`config.mk`:
```
export PLATFORM = sky130hd
export DESIGN_NAME = cpu_clk_switch
export DESIGN_NICKNAME = d
export VERILOG_FILES = /design/src/rtl/clk_switch_pkg.sv /design/src/rtl/clk_switch_ctrl.sv /design/src/rtl/clk_switch_datapath.sv /design/src/rtl/cpu_clk_switch.sv
export SDC_FILE = /design/constraint.sdc
export NUM_CORES = 1
export LEC_CHECK = 0
export CAP_MARGIN = 20
export CORE_MARGIN = 2
export CORE_UTILIZATION = 45
export CTS_BUF_LIST = sky130_fd_sc_hd__clkbuf_8
export DETAILED_ROUTE_END_ITERATION = 6
export PLACE_DENSITY = 0.66
export SETUP_SLACK_MARGIN = 0.05
export SLEW_MARGIN = 5
export SYNTH_ARGS = -nofsm -noshare
export SYNTH_HDL_FRONTEND = slang
export SYNTH_HIERARCHICAL = 1
export SYNTH_SLANG_ARGS = --single-unit
```
`constraint.sdc`:
```
create_clock -name clk -period 5.55 [get_ports clk]
set_input_delay 1.665 -clock clk [delete_from_list [all_inputs] [get_ports clk]]
set_output_delay 1.665 -clock clk [all_outputs]
set_load 0.03 [all_outputs]
```
`src/rtl/clk_switch_pkg.sv`:
```
package clk_switch_pkg;

  // Derived CPU clock setting
  typedef enum logic [1:0] {
    CFG_SLOW = 2'd0,   // main clock, slowest divider
    CFG_MID  = 2'd1,   // main clock, middle divider
    CFG_FAST = 2'd2,   // main clock, fastest divider
    CFG_SUB  = 2'd3    // sub clock
  } cfg_e;

  // Control-to-datapath strobes
  typedef struct packed {
    cfg_e curCfg;
    cfg_e nextCfg;
    logic apply;
  } swStrobe_t;

  function automatic cfg_e cfgOf(input logic src, input logic [1:0] div);
    if (src) return CFG_SUB;
    case (div)
      2'b10:   return CFG_MID;
      2'b11:   return CFG_FAST;
      default: return CFG_SLOW;
    endcase
  endfunction

endpackage

```
`src/rtl/clk_switch_ctrl.sv`:
```
module clk_switch_ctrl
  import clk_switch_pkg::*;
#(
  parameter int DLY_MID_SLOW  = 8,
  parameter int DLY_FAST_SLOW = 16
) (
  input  logic       clk,
  input  logic       rst,
  input  logic       wrEn,
  input  logic       wrAddr,
  input  logic [3:0] wrData,
  input  logic [1:0] rdAddr,
  input  logic       cpuEn,
  output swStrobe_t  strobe,
  output logic [3:0] rdData,
  output logic       mainOscEn
);

  localparam int DLY_W = $clog2(DLY_FAST_SLOW + 1);

  typedef enum logic {ST_IDLE, ST_WAIT} state_e;

  state_e           state;
  logic [3:0]       modeReg;
  logic [1:0]       divReg;
  logic             pendReq;
  logic             actSrc;
  logic [1:0]       actDiv;
  logic             tgtSrc;
  logic [1:0]       tgtDiv;
  logic [DLY_W-1:0] waitCnt;
  logic             errSticky;

  cfg_e             actCfg;
  cfg_e             reqCfg;
  cfg_e             tgtCfg;
  logic             reqLegal;
  logic [DLY_W-1:0] reqDelay;
  logic             applyNow;

  function automatic logic isLegal(input cfg_e from, input cfg_e to, input logic oscOff);
    if (to == CFG_SUB)   return (from == CFG_FAST) || (from == CFG_SUB);
    if (from == CFG_SUB) return (to == CFG_FAST) && !oscOff;
    return 1'b1;
  endfunction

  assign actCfg   = cfgOf(actSrc, actDiv);
  assign reqCfg   = cfgOf(modeReg[0], divReg);
  assign tgtCfg   = cfgOf(tgtSrc, tgtDiv);
  assign reqLegal = isLegal(actCfg, reqCfg, modeReg[3]);

  always_comb begin
    if (actCfg == CFG_MID && reqCfg == CFG_SLOW)
      reqDelay = DLY_W'(DLY_MID_SLOW);
    else if (actCfg == CFG_FAST && reqCfg == CFG_SLOW)
      reqDelay = DLY_W'(DLY_FAST_SLOW);
    else
      reqDelay = DLY_W'(1);
  end

  assign applyNow = (state == ST_WAIT) && cpuEn && (waitCnt == DLY_W'(1));

  always_ff @(posedge clk) begin
    if (rst) begin
      state     <= ST_IDLE;
      modeReg   <= '0;
      divReg    <= '0;
      pendReq   <= 1'b0;
      actSrc    <= 1'b0;
      actDiv    <= '0;
      tgtSrc    <= 1'b0;
      tgtDiv    <= '0;
      waitCnt   <= '0;
      errSticky <= 1'b0;
    end else begin
      case (state)
        ST_IDLE: begin
          if (pendReq) begin
            pendReq <= 1'b0;
            if (reqCfg != actCfg) begin
              if (reqLegal) begin
                tgtSrc  <= modeReg[0];
                tgtDiv  <= divReg;
                waitCnt <= reqDelay;
                state   <= ST_WAIT;
              end else begin
                errSticky  <= 1'b1;
                modeReg[0] <= actSrc;
                divReg     <= actDiv;
              end
            end
          end
        end
        ST_WAIT: begin
          if (cpuEn) begin
            if (applyNow) begin
              actSrc <= tgtSrc;
              actDiv <= tgtDiv;
              state  <= ST_IDLE;
            end else begin
              waitCnt <= waitCnt - DLY_W'(1);
            end
          end
        end
        default: state <= ST_IDLE;
      endcase
      // Bus writes override a same-cycle reload
      if (wrEn) begin
        pendReq <= 1'b1;
        if (!wrAddr) modeReg <= wrData;
        else         divReg  <= wrData[1:0];
      end
    end
  end

  assign strobe.curCfg  = actCfg;
  assign strobe.nextCfg = tgtCfg;
  assign strobe.apply   = applyNow;

  assign mainOscEn = !(modeReg[3] && actCfg == CFG_SUB);

  always_comb begin
    case (rdAddr)
      2'd0:    rdData = modeReg;
      2'd1:    rdData = {2'b00, divReg};
      2'd2:    rdData = {1'b0, errSticky, state == ST_WAIT, actCfg == CFG_SUB};
      default: rdData = 4'd0;
    endcase
  end

  // the active setting changes only right after a machine-cycle pulse
  assert_switch_on_pulse_R4: assert property (@(posedge clk) disable iff (rst)
    (actCfg != $past(actCfg)) |-> $past(cpuEn));

  // the sub clock is entered only from the fastest main setting
  assert_sub_entry_R5: assert property (@(posedge clk) disable iff (rst)
    (actCfg == CFG_SUB && $past(actCfg) != CFG_SUB) |-> $past(actCfg) == CFG_FAST);

  // leaving the sub clock lands on the fastest main setting
  assert_sub_exit_R5: assert property (@(posedge clk) disable iff (rst)
    (actCfg != CFG_SUB && $past(actCfg) == CFG_SUB) |-> actCfg == CFG_FAST);

  // the error flag never clears outside reset
  assert_err_sticky_R5: assert property (@(posedge clk) disable iff (rst)
    errSticky |=> errSticky);

  // the oscillator is off only while the sub clock is active
  assert_osc_only_sub_R6: assert property (@(posedge clk) disable iff (rst)
    !mainOscEn |-> actCfg == CFG_SUB);

endmodule

```
`src/rtl/clk_switch_datapath.sv`:
```
module clk_switch_datapath
  import clk_switch_pkg::*;
#(
  parameter int DIV_SLOW = 64,
  parameter int DIV_MID  = 8,
  parameter int DIV_FAST = 4,
  parameter int SUB_DIV  = 4
) (
  input  logic      clk,
  input  logic      rst,
  input  logic      subTick,
  input  swStrobe_t strobe,
  output logic      cpuEn
);

  localparam int CNT_W = $clog2(DIV_SLOW);

  logic [CNT_W-1:0] preCnt;
  logic [CNT_W-1:0] preLim;
  logic             curTick;
  logic             nextTick;

  always_comb begin
    case (strobe.curCfg)
      CFG_MID:  preLim = CNT_W'(DIV_MID - 1);
      CFG_FAST: preLim = CNT_W'(DIV_FAST - 1);
      CFG_SUB:  preLim = CNT_W'(SUB_DIV - 1);
      default:  preLim = CNT_W'(DIV_SLOW - 1);
    endcase
  end

  assign curTick  = (strobe.curCfg == CFG_SUB) ? subTick : 1'b1;
  assign nextTick = (strobe.nextCfg == CFG_SUB) ? subTick : 1'b1;

  always_ff @(posedge clk) begin
    if (rst) begin
      preCnt <= '0;
      cpuEn  <= 1'b0;
    end else if (strobe.apply) begin
      // New rate starts on this pulse; count this cycle's tick of the new source
      preCnt <= {{(CNT_W-1){1'b0}}, nextTick};
      cpuEn  <= 1'b0;
    end else if (curTick) begin
      if (preCnt == preLim) begin
        preCnt <= '0;
        cpuEn  <= 1'b1;
      end else begin
        preCnt <= preCnt + CNT_W'(1);
        cpuEn  <= 1'b0;
      end
    end else begin
      cpuEn <= 1'b0;
    end
  end

  // a machine-cycle pulse lasts one clock
  assert_single_pulse_R2: assert property (@(posedge clk) disable iff (rst)
    cpuEn |=> !cpuEn);

  // the prescaler never runs past the active divider limit
  assert_cnt_bound_R2: assert property (@(posedge clk) disable iff (rst)
    preCnt <= preLim);

endmodule

```
`src/rtl/cpu_clk_switch.sv`:
```
module cpu_clk_switch
  import clk_switch_pkg::*;
#(
  parameter int DIV_SLOW      = 64,
  parameter int DIV_MID       = 8,
  parameter int DIV_FAST      = 4,
  parameter int SUB_DIV       = 4,
  parameter int DLY_MID_SLOW  = 8,
  parameter int DLY_FAST_SLOW = 16
) (
  input  logic       clk,
  input  logic       rst,
  input  logic       wrEn,
  input  logic       wrAddr,
  input  logic [3:0] wrData,
  input  logic [1:0] rdAddr,
  input  logic       subTick,
  output logic [3:0] rdData,
  output logic       cpuEn,
  output logic       mainOscEn
);

  swStrobe_t strobe;

  clk_switch_ctrl #(
    .DLY_MID_SLOW (DLY_MID_SLOW),
    .DLY_FAST_SLOW(DLY_FAST_SLOW)
  ) u_ctrl (
    .clk      (clk),
    .rst      (rst),
    .wrEn     (wrEn),
    .wrAddr   (wrAddr),
    .wrData   (wrData),
    .rdAddr   (rdAddr),
    .cpuEn    (cpuEn),
    .strobe   (strobe),
    .rdData   (rdData),
    .mainOscEn(mainOscEn)
  );

  clk_switch_datapath #(
    .DIV_SLOW(DIV_SLOW),
    .DIV_MID (DIV_MID),
    .DIV_FAST(DIV_FAST),
    .SUB_DIV (SUB_DIV)
  ) u_datapath (
    .clk    (clk),
    .rst    (rst),
    .subTick(subTick),
    .strobe (strobe),
    .cpuEn  (cpuEn)
  );

endmodule

```
==> results.json, run 1 <==
{
  "status": "finished, final reports clean",
  "tightest_slew_ps": 902.0,
  "setup_tns_ps": 0,
  "ys_ff_latch": 27,
  "peakVddDrop_mv": 0.1193,
  "cts.sinks": 27,
  "drc": 0,
  "hold_end": "u_ctrl/errSticky$_SDFFE_PP0P_",
  "htreeDepth": 1,
  "seq_area_frac_synth_pct": 35.44,
  "ys.flop_type": "dfxtp_1",
  "area_delta_synth_final_pct": 14.85,
  "io_buffer_count": 16,
  "worstHoldPathCells": 2,
  "dieArea_sq_um": 3871,
  "cts-buffers-inserted": 3,
  "drive_gt1_share_pct": 10.93,
  "grt_antenna_before_repair": 0,
  "syn_inst": 170,
  "reg2reg_from": "u_ctrl/waitCnt[0]$_SDFFE_PP0P_",
  "drt-vias-per-instance": 5.397,
  "num_vias": 1236,
  "post-route-period-util_pct": 91.44,
  "die_w_um": 62.22,
  "fp-row-count": 21,
  "cp.arrival_ps": 3410,
  "reg2reg_depth": 6,
  "critPathKind": "in -> out",
  "finalWirelength_um": 3190,
  "rsz0062_at_grt": "false",
  "synth_cell_types": 52,
  "ios": 17,
  "synth_warnings": 6,
  "holdBufCountCts": 0,
  "r2r_end": "u_datapath/preCnt[0]$_SDFFE_PP0P_",
  "dieHeight_um": 62.22,
  "grt_start_max_net_pins": 27,
  "first_iter_violations": 72,
  "p_leak_uw": 0.0006037,
  "drt_pass1_iterations": 4,
  "mostFrequentLayoutCells": "27 x dfxtp_1, 24 x nor2_1, 16 x clkdlybuf4s50_1",
  "hold_viol": 0,
  "required_ps": 3880,
  "clk_pin_slew_ps": 90,
  "maxSlewViolCount": 0,
  "nets": 198,
  "synth_nets": 184,
  "maxCapViolations": 0,
  "grtUsageTotal_pct": 18.09,
  "clockBufferDepth": 2,
  "worstSetupStartpoint": "rdAddr[1]",
  "cts_tree": "yes",
  "setup-violations-final": 0,
  "synth_edf_count": 0,
  "syn-cell-area_sq_um": 1525,
  "end_kind": "output pin",
  "final_util_pct": 53.33,
  "period_minus_slack_ps": 5075,
  "final.setup_skew_ps": 1.201,
  "start_util_pct": 46.44,
  "hp-class": "reg -> reg",
  "ctsResizeCount": 0,
  "ant_nets": 0,
  "grt_pass1_wl_um": 5754,
  "syn_area_per_cell_sq_um": 8.972,
  "async_flop_share_pct": 0,
  "worstSetupStartpointType": "input port",
  "hpwl_um": 2303,
  "clkLatencyLatePin_ps": 270,
  "root_buffer": "clkbuf_8",
  "core_sq_um": 3284,
  "power.density_nw_per_um2": 208.6,
  "hp-start": "u_ctrl/errSticky$_SDFFE_PP0P_",
  "reg2reg_slack_ps": 3260,
  "timing.fmax_mhz": 197.1,
  "cts_setup_buffers": 0,
  "relSlewSlack_pct": 39.68,
  "wl_per_cell_um": 13.93,
  "gp_congestion": 0.8179,
  "crit_path_max_fanout": 5,
  "grt_pass1_vias": 1220,
  "n_antenna_cell": 0,
  "final_common_cell": "dfxtp_1",
  "grt_overflow": 0
}
cells in the mapped netlist, drive strengths merged (2+ instances only):
cell type  number  share of area (%)
nand3           2               0.66
ha              3                2.5
a21oi           3               0.98
or4b            2                1.3
inv             8                2.0
xnor2           4                2.3
o31ai           2                1.9
nor4            3                1.6
nor3            9                3.9
nand2b          2               0.82
mux2i          15                9.8
a21o            2               0.98
nand2          13                3.4
a211oi          3                1.5
clkbuf          5                1.2
and3b           2                1.4
xor2            2                1.1
nand3b          4                2.0
nor3b           4                2.7
buf             2                1.2
dfxtp          27                 35
o21ai           4                1.3
o22ai           2               0.82
nand4           2               0.82
nor2b           2               0.82
and2            2               0.82
nor2           25                6.3
power breakdown:
part | leakage, uW | internal, uW | switching, uW | total, uW
Clock | 0.0000255 | 50.4 | 63.5 | 114
Sequential | 0.000219 | 200 | 8.67 | 208
Combinational | 0.000359 | 22.6 | 20.4 | 43.0
flip-flops by register name, summed over array words and instances, names as in the netlist:
name	count
u_ctrl/actDiv	2
u_ctrl/actSrc	1
u_ctrl/divReg	2
u_ctrl/errSticky	1
u_ctrl/modeReg	4
u_ctrl/pendReq	1
u_ctrl/state	1
u_ctrl/tgtDiv	2
u_ctrl/tgtSrc	1
u_ctrl/waitCnt	5
u_datapath/cpuEn	1
u_datapath/preCnt	6
routing by layer:
metal | track usage [%] | vias up | share of wire, %
li1 | - | 635 | -
met1 | 24.43 | 578 | 49
met2 | 29.48 | 19 | 47
met3 | 2.536 | 4 | 2.9
met4 | 6.667 | 0 | 0.97
met5 | 0 | - | 0
metrics by stage:
stage	instances	setup slack [ps]	instance area [sq um]	hold WS, ps	power (uW)
detailed placement	225	549.2	1705	470.0	255.5
floorplan	170	1433	1525	440.1	238.5
CTS	229	496.9	1752	492.3	368.1
global route	229	442.7	1752	529.0	383.1
finish	229	475.2	1752	493.8	365.3
global placement	225	663.7	1705	475.9	253.6
kinds of logic (layout without fill, tap and decap cells):
group	count (synthesis)	after routing	synth area share [%]
buffers and inverters	15	28	4.430
flip-flops	27	27	35.44
multiplexers	15	15	9.844
AO/OA/AOI/OAI	30	30	16.98
adder cells (fa/ha/maj)	3	3	2.461
AND/OR/NAND/NOR	74	74	27.40
XOR/XNOR	6	6	3.445
area by class of cell:
class                      instances  area, sq um
clock buffer                       3        41.29
tap                               46        57.56
sequential                        27        540.5
timing repair buffer              16        160.2
inverter                           8        30.03
clock inverter                     1        5.005
multi-input combinational        128        917.1
fill                             319         1533
critical path, stage by stage:
cell and delay, ps:
clkdlybuf4s50_1 570, nor2b_1 190, nand2_1 80, o21ai_0 160
clkdlybuf4s50_1 730
how the worst max path moves through the flow:
stage | slack, ps | endpoint
after floorplan | 1430 | rdData[1]
after global placement | 660 | rdData[1]
after detailed placement | 550 | rdData[1]
after CTS | 500 | rdData[1]
after global routing | 440 | rdData[1]
final | 480 | rdData[1]
(Power assumes the default switching activity.)
==> run 2: changes to the inputs <==
Settings changed: GPL_TIMING_DRIVEN from default to 0.
==> results.json, run 2 (same netlist as run 1, synthesis figures left out) <==
{
  "grt_pass1_vias": 1245,
  "grt_pass1_wl_um": 5851,
  "power.density_nw_per_um2": 203.2,
  "post-route-period-util_pct": 88.28,
  "nets": 205,
  "final_common_cell": "dfxtp_1",
  "cp_top_family": "buffers and inverters",
  "timing.fmax_mhz": 204.1,
  "finalWirelength_um": 3308,
  "worstHoldPathCells": 2,
  "cpMaxStageDelayCell": "clkdlybuf4s50_1",
  "grt_overflow": 0,
  "grtUsageTotal_pct": 18.23,
  "holdBufCountCts": 0,
  "critPathBufInv": 2,
  "p_leak_uw": 0.0006226,
  "critPathKind": "in -> out",
  "maxCapViolations": 0,
  "reg2reg_from": "u_ctrl/waitCnt[0]$_SDFFE_PP0P_",
  "drt-vias-per-instance": 5.500,
  "core_sq_um": 3284,
  "p_sw_uw": 90.79,
  "io_buffer_count": 16,
  "regMostFlops": "u_datapath/preCnt",
  "ctsResizeCount": 0,
  "worstSetupStartpoint": "rdAddr[1]",
  "clk_pin_slew_ps": 90,
  "dieArea_sq_um": 3871,
  "maxSlewViolCount": 0,
  "reg2reg_slack_ps": 3250,
  "drc": 0,
  "crit_top_cell": "clkdlybuf4s50_1",
  "htreeDepth": 1,
  "mostFrequentLayoutCells": "27 x dfxtp_1, 24 x nor2_1, 16 x clkdlybuf4s50_1",
  "dieHeight_um": 62.22,
  "status": "finished, final reports clean",
  "final_util_pct": 54.44,
  "crit_path_max_fanout": 5,
  "end_kind": "output pin",
  "hold_viol": 0,
  "start_util_pct": 46.44,
  "reg2reg_depth": 7,
  "ant_nets": 0,
  "first_iter_violations": 49,
  "hpwl_um": 2464,
  "ios": 17,
  "fp-row-count": 21,
  "power_frac_clock_pct": 30.5,
  "grt_start_max_net_pins": 15,
  "crit_cells": 5,
  "r2r_end": "u_datapath/preCnt[0]$_SDFFE_PP0P_",
  "cts-buffers-inserted": 3,
  "final.setup_skew_ps": 5.689,
  "root_buffer": "clkbuf_8",
  "n_antenna_cell": 0,
  "cp.arrival_ps": 3230,
  "endpoint": "rdData[1]",
  "p_sw_share_pct": 24.99,
  "peakVddDrop_mv": 0.1492,
  "clockBufferDepth": 2,
  "drive_gt1_share_pct": 11.05,
  "gp_congestion": 0.8255,
  "cts.sinks": 27,
  "combPwrFrac_pct": 12.8,
  "setup_tns_ps": 0,
  "cts_tree": "yes",
  "wl_per_cell_um": 14.02,
  "rsz0062_at_grt": "false",
  "tightest_slew_ps": 525.6,
  "seq_power_share_pct": 56.7,
  "power.internal_uw": 272.5,
  "setup-violations-final": 0,
  "drt_pass1_iterations": 4,
  "area_delta_synth_final_pct": 17.23,
  "hp-class": "reg -> reg",
  "relSlewSlack_pct": 64.96,
  "largestRegisters": "u_datapath/preCnt: 6 flops, u_ctrl/waitCnt: 5 flops, u_ctrl/modeReg: 4 flops",
  "clkLatencyLatePin_ps": 270,
  "period_minus_slack_ps": 4899,
  "grt_antenna_before_repair": 0,
  "worstSetupStartpointType": "input port",
  "die_w_um": 62.22,
  "cts_setup_buffers": 0,
  "max_stage_delay_ps": 690,
  "largest_reg_flops": 6,
  "crit_path_cell_trace": "clkdlybuf4s50_1 > nor2b_1 > nand2_1 > o21ai_0 > clkdlybuf4s50_1",
  "num_vias": 1298,
  "required_ps": 3880
}
==> run 2: changes by cell type in the layout (fill, tap and decap cells not counted), sizes merged <==
| cell | delta |
|---|---|
| clkbuf | +5 |
| buf | +2 |
| clkinv | -1 |
| inv | +1 |
==> run 2: worst min-delay path by stage <==
stage	startpoint	to	slack (ps)
after CTS	u_ctrl/errSticky$_SDFFE_PP0P_	u_ctrl/errSticky$_SDFFE_PP0P_	490
after floorplan	u_ctrl/errSticky$_SDFFE_PP0P_	u_ctrl/errSticky$_SDFFE_PP0P_	440
after detailed placement	u_ctrl/errSticky$_SDFFE_PP0P_	u_ctrl/errSticky$_SDFFE_PP0P_	470
final	u_ctrl/errSticky$_SDFFE_PP0P_	u_ctrl/errSticky$_SDFFE_PP0P_	480
after global routing	u_ctrl/errSticky$_SDFFE_PP0P_	u_ctrl/errSticky$_SDFFE_PP0P_	530
after global placement	u_ctrl/errSticky$_SDFFE_PP0P_	u_ctrl/errSticky$_SDFFE_PP0P_	460
==> run 2: cell type report <==
type	count	area, sq um
tap	46	57.56
buffer	7	37.54
timing repair buffer	16	160.2
sequential	27	540.5
inverter	8	30.03
fill	308	1496
clock buffer	3	41.29
clock inverter	1	3.754
multi-input combinational	128	917.1
==> run 2: per-layer routing <==
layer  track usage, %  part of all wire [%]  vias to the layer above
met5                0                     0                        -
met4            5.556                  0.97                        0
met3            2.717                   2.7                        5
met2            28.40                    46                       22
met1            26.10                    51                      621
li1                 -                     -                      650
==> run 2: worst min-delay path, stage by stage, from the launching register on <==
cell and delay (ps):
dfxtp_1 340, nor2_1 50, nor2_1 70
==> run 2: power groups by stage <==
stage,Sequential (uW),Combinational (uW),Clock (uW)
after floorplan,209,29.8,0
after global placement,210,45.0,0
after detailed placement,210,46.2,0
after CTS,206,46.5,113
after global routing,207,50.8,125
final,206,46.5,111
==> run 2: metrics by stage <==
stage	hold slack [ps]	instance area (sq um)	setup WS, ps	instances	power, uW
6_report	484.8	1788	650.6	236	363.3
5_1_grt	533.1	1788	537.8	236	382.5
4_1_cts	494.4	1788	639.5	236	365.7
3_5_place_dp	471.9	1743	636.8	232	256.7
3_3_place_gp	458.6	1743	652.5	232	255.2
2_1_floorplan	440.1	1525	1433	170	238.5
